$ cat config.mk
export PLATFORM = sky130hd
export DESIGN_NAME = irtx_carrier_mod
export DESIGN_NICKNAME = d
export VERILOG_FILES = /design/src/rtl/irtx_pkg.sv /design/src/rtl/irtx_carrier_gen.sv /design/src/rtl/irtx_tx_shaper.sv /design/src/rtl/irtx_pin_select.sv /design/src/rtl/irtx_carrier_mod.sv
export SDC_FILE = /design/constraint.sdc
export NUM_CORES = 1
export LEC_CHECK = 0
export BUFFER_PORTS_ARGS = -buffer_cell sky130_fd_sc_hd__buf_2
export CORE_AREA = 3 3 40 42
export DETAILED_ROUTE_END_ITERATION = 8
export DIE_AREA = 0 0 43 45
export PLACE_DENSITY = 0.59
export SYNTH_ARGS = -nofsm -noshare
export SYNTH_HDL_FRONTEND = slang
export SYNTH_SLANG_ARGS = --single-unit
$ cat constraint.sdc
create_clock -name clk -period 2.09 [get_ports clk]
set_clock_uncertainty 0.2 [all_clocks]
set_input_delay 0.3135 -clock clk [delete_from_list [all_inputs] [get_ports clk]]
set_output_delay 0.3135 -clock clk [all_outputs]
set_load 0.03 [all_outputs]
$ cat src/rtl/irtx_pkg.sv
package irtx_pkg;
   typedef enum logic [1:0] {
      PIN_UART = 2'b00,
      PIN_GPO  = 2'b01,
      PIN_WATT = 2'b10,
      PIN_VAR  = 2'b11
   } pin_src_e;

   // number of low counts in one carrier period for a duty code
   function automatic int unsigned low_counts(input int unsigned cnt_w,
                                              input int unsigned duty);
      return (1 << (cnt_w - 1)) >> duty;
   endfunction
endpackage

$ cat src/rtl/irtx_carrier_gen.sv
module irtx_carrier_gen #(
   parameter int CNT_W  = 4,
   parameter int DUTY_W = 2
) (
   input  logic              clk,
   input  logic              rst_n,
   input  logic              data_bit,
   input  logic              tick,
   input  logic [DUTY_W-1:0] duty,
   output logic              low_phase,
   output logic              zero_start
);
   localparam int THR_W = CNT_W + 1;

   if (CNT_W < (1 << DUTY_W)) begin : g_bad_width
      $error("CNT_W too small for the shortest low phase");
   end

   logic             data_q;
   logic [CNT_W-1:0] cnt_q;
   logic [CNT_W-1:0] cnt_eff;
   logic [THR_W-1:0] thr;

   assign zero_start = data_q & ~data_bit;
   assign cnt_eff    = zero_start ? '0 : cnt_q;
   assign thr        = THR_W'(irtx_pkg::low_counts(CNT_W, int'(duty)));
   assign low_phase  = ({1'b0, cnt_eff} < thr);

   always_ff @(posedge clk or negedge rst_n) begin
      if (!rst_n) begin
         data_q <= 1'b1;
         cnt_q  <= '0;
      end else begin
         data_q <= data_bit;
         if (tick) cnt_q <= cnt_eff + CNT_W'(1);
         else      cnt_q <= cnt_eff;
      end
   end

   // phase holds without a tick
   a_r6_hold_no_tick: assert property (@(posedge clk) disable iff (!rst_n)
      (!tick && !zero_start) |=> cnt_q == $past(cnt_q));
   // a fresh zero bit always opens in the low phase
   a_r7_start_low: assert property (@(posedge clk) disable iff (!rst_n)
      zero_start |-> low_phase);
endmodule

$ cat src/rtl/irtx_tx_shaper.sv
module irtx_tx_shaper (
   input  logic tx_raw,
   input  logic invert,
   input  logic mod_en,
   input  logic low_phase,
   output logic data_bit,
   output logic shaped
);
   assign data_bit = tx_raw ^ invert;
   assign shaped   = data_bit | (mod_en & ~low_phase);
endmodule

$ cat src/rtl/irtx_pin_select.sv
module irtx_pin_select #(
   parameter int  SEL_W   = 2,
   parameter bit  OUT_REG = 1'b1,
   parameter bit  RST_VAL = 1'b1
) (
   input  logic                  clk,
   input  logic                  rst_n,
   input  logic [SEL_W-1:0]      sel,
   input  logic [(1<<SEL_W)-1:0] srcs,
   output logic                  pin
);
   logic pin_next;
   assign pin_next = srcs[sel];

   if (OUT_REG) begin : g_reg
      logic pin_q;
      always_ff @(posedge clk or negedge rst_n) begin
         if (!rst_n) pin_q <= RST_VAL;
         else        pin_q <= pin_next;
      end
      assign pin = pin_q;
   end else begin : g_comb
      assign pin = pin_next;
   end
endmodule

$ cat src/rtl/irtx_carrier_mod.sv
module irtx_carrier_mod #(
   parameter int CNT_W   = 4,
   parameter int DUTY_W  = 2,
   parameter bit OUT_REG = 1'b1
) (
   input  logic              clk,
   input  logic              rst_n,
   input  logic              tx_raw,
   input  logic              car_tick,
   input  logic              cfg_invert,
   input  logic              cfg_mod_en,
   input  logic [DUTY_W-1:0] cfg_duty,
   input  logic [1:0]        cfg_pin_sel,
   input  logic              gpo_val,
   input  logic              wpulse_in,
   input  logic              rpulse_in,
   output logic              pin_out
);
   import irtx_pkg::*;

   logic       data_bit, shaped, low_phase, zero_start;
   logic [3:0] srcs;

   irtx_tx_shaper u_shaper (
      .tx_raw   (tx_raw),
      .invert   (cfg_invert),
      .mod_en   (cfg_mod_en),
      .low_phase(low_phase),
      .data_bit (data_bit),
      .shaped   (shaped)
   );

   irtx_carrier_gen #(.CNT_W(CNT_W), .DUTY_W(DUTY_W)) u_carrier (
      .clk       (clk),
      .rst_n     (rst_n),
      .data_bit  (data_bit),
      .tick      (car_tick),
      .duty      (cfg_duty),
      .low_phase (low_phase),
      .zero_start(zero_start)
   );

   always_comb begin
      srcs           = '0;
      srcs[PIN_UART] = shaped;
      srcs[PIN_GPO]  = gpo_val;
      srcs[PIN_WATT] = wpulse_in;
      srcs[PIN_VAR]  = rpulse_in;
   end

   irtx_pin_select #(.SEL_W(2), .OUT_REG(OUT_REG), .RST_VAL(1'b1)) u_sel (
      .clk  (clk),
      .rst_n(rst_n),
      .sel  (cfg_pin_sel),
      .srcs (srcs),
      .pin  (pin_out)
   );

   if (OUT_REG) begin : g_chk
      // a one bit on the UART path never shows a low
      a_r4_one_high: assert property (@(posedge clk) disable iff (!rst_n)
         (cfg_pin_sel == PIN_UART && data_bit) |=> pin_out);
      // unmodulated path follows the post-inversion data
      a_r3_plain: assert property (@(posedge clk) disable iff (!rst_n)
         (cfg_pin_sel == PIN_UART && !cfg_mod_en) |=> pin_out == $past(data_bit));
      // general-purpose source reaches the pin
      a_r8_gpo: assert property (@(posedge clk) disable iff (!rst_n)
         (cfg_pin_sel == PIN_GPO) |=> pin_out == $past(gpo_val));
      // zero bit during the low phase drives the pin low
      a_r5_low: assert property (@(posedge clk) disable iff (!rst_n)
         (cfg_pin_sel == PIN_UART && !data_bit && low_phase) |=> !pin_out);
   end
endmodule

==> flow_summary.ini <==
[placement]
place_congestion = 0.753
pre_cts_ws_ns = -0.0515
hpwl_um = 626
portBuffers = 13

[global_routing]
grt_pass1_wl_mm = 1.09
grt-ovfl-total = 0
grt_max_degree = 7
antenna_found_initial = 0
grt_pass1_vias = 278
grtUsageTotal = 0.0789

[clock_network]
cts_setup_buffers = 0
clk_path_buf_depth = 2
cts.repair.resized = 0
cts_hold_buf = 1
cts.clk_slew.worst_paths_ns = 0.04
htreeDepth = 1
clock_latency_ns = 0.23
clock-sinks = 6
cts_tree = done
numCtsBuffers = 3
root_buffer = clkbuf_4

[worst_setup_path]
slowest_delay_ns = 0.53
cp_data_arrival_time_ns = 1.92
cp-start-kind = flop
crit_buf_inv = 0
crit_required_ns = 2.04
path_max_fanout = 3
cp_top_family = compound AO/OA/AOI/OAI gates
endpoint_kind = flop
critical_path_class = flop to flop
critical_path.slowest_cell = dfstp_2
path_cells = and2_1, nor2b_1, ha_1, a21o_1, a2111oi_4, o2bb2ai_1

[final_layout]
n_fill_cell = 124
final_util = 0.404
area_growth_pct = 31.3
antenna_cells = 0
drive_gt1_frac = 0.418
final_nets = 72

[synthesis]
synth_cell_types = 24
seq_area_frac_synth = 0.386
synth_top_area_frac = 0.253
ys_top_cells_by_area = dfrtp_1 (25%), dfstp_2 (13%), xor2_1 (8.9%), a2111oi_4 (7.0%), ha_1 (6.3%)
synth_area_per_cell_um2 = 10.7
yosysWarnings = 0
synth_area_um2 = 395
yosysTopAreaCell = dfrtp_1
synth_edf_count = 0
synth_nets = 52
synth_cells = 37
synthFlopType = dfrtp_1
async_reset_ff_frac = 1.00
ys_ff_latch = 6

[sta]
whs_ns = 0.114
slew_headroom = 0.842
final_hold_viol_count = 0
fin_crit_sh = 0.940
slew_violations = 0
setup_ws_ns = 0.124
max_freq_mhz = 509
worst_pin_slew_ns = 0.236
finalSetupViolCount = 0
rsz0062_at_grt = false
fin_crit_ns = 1.97

[power_and_ir_drop]
vdd_drop_max_mv = 0.499
p_leak_nw = 0.253
powerDensity_mw_per_mm2 = 814

[die]
core-area_mm2 = 0.00128
die_w_um = 43
die_area_mm2 = 0.00194
num_io_pins = 14
initial_core_util = 0.308
num_rows = 13
die_y_um = 45

[drt]
ant_nets = 0
routedWlPerCell_um = 10.2
drt-total-wl_um = 717
via_per_inst = 4.53
drt-initial-drc-count = 2
drc = 0
vias = 317
first_pass_iters = 2

[min_path]
hp-class = input pin to flop

[run_status]
status = completed

[job]
cap_violations = 0
-- worst reg2reg max path, delay by kind of cell (launching register included) --
kind | cells | cell delay [ns]
compound gates | 3 | 0.64
flops | 1 | 0.53
fa+ha+maj | 1 | 0.30
simple gates | 2 | 0.22
-- worst paths after layout --
kind,start,end,slack [ns],cells after the start
worst max register to register,u_carrier.data_q,u_sel.pin,0.12,6
min in group asynchronous,rst_n,u_carrier.cnt_q[0],0.23,2
worst max-delay path,u_carrier.data_q,u_sel.pin,0.12,6
worst min register to register,u_carrier.cnt_q[3],u_carrier.cnt_q[3],0.36,2
worst min-delay path,car_tick,u_carrier.cnt_q[0],0.11,2
max in group asynchronous,rst_n,u_sel.pin,1.23,2
-- registers in the layout, summed over array words and instances (netlist names) --
name and flops:
u_carrier.cnt_q 4, u_sel.pin 1, u_carrier.data_q 1
-- metrics by stage --
stage	instance area, µm²	power (mW)	setup TNS, ns	cells
after detailed placement	487	0.326	-0.0515	66
after floorplan	395	0.278	0	37
after CTS	519	0.432	0	70
after global routing	519	0.462	0	70
after global placement	487	0.323	-0.0213	66
final	519	0.423	0	70
-- synthesized netlist by cell type (2+ instances only) --
library cell  number
dfrtp_1            4
nor2_1             4
xor2_1             4
dfstp_2            2
ha_1               2
nand3_1            2
nor2b_1            2
-- cell type report --
cell class              count  area (µm²)  area share
multi-input cells          29         235       0.453
flip-flops and latches      6         153       0.294
repair buffers             15        82.6       0.159
clock buffers               3        22.5      0.0434
well taps                  15        18.8      0.0361
inverters                   2        7.51      0.0145
-- kinds of logic (layout without fill, tap and decap cells) --
logic type               after synthesis  in the layout  share of synthesized area
multiplexers                           1              1                     0.0253
AO/OA/AOI/OAI                          7              7                      0.187
adder cells (fa/ha/maj)                2              2                     0.0633
flip-flops                             6              6                      0.386
buffers and inverters                  2             20                     0.0190
XOR/XNOR                               5              5                      0.130
AND/OR/NAND/NOR                       14             14                      0.190
-- report_power, final --
| group | leakage (nW) | internal (mW) | total [mW] | switching (mW) |
|---|---|---|---|---|
| Sequential | 0.0725 | 0.154 | 0.186 | 0.0325 |
| Combinational | 0.167 | 0.0691 | 0.137 | 0.0680 |
| Clock | 0.0138 | 0.0645 | 0.0992 | 0.0347 |
-- per-layer routing --
layer  part of all wire  track usage
met5                  0            0
met4                  0            0
met3              0.060       0.0637
met2               0.46        0.114
met1               0.48       0.0985
-- cell usage in the layout (no fill, tap or decap) --
cell and n:
a2111oi_4 1, dlygate4sd3_1 1, buf_2 13, nor2_1 4, buf_4 1, a21o_1 1
nand4b_1 1, nor2b_1 2, mux2i_1 1, inv_1 1, o2bb2ai_1 1, inv_2 1
and2_1 1, nand2b_1 1, clkbuf_4 3, nand3_1 2, a22o_1 1, xor2_1 4
a21boi_0 1, dfrtp_1 4, dfstp_2 2, a21oi_1 1, nand4_1 1, ha_1 2
nand2_1 1, or2_2 1, a221oi_1 1, xnor2_2 1
Note: power is estimated with default switching activity, not from simulation.
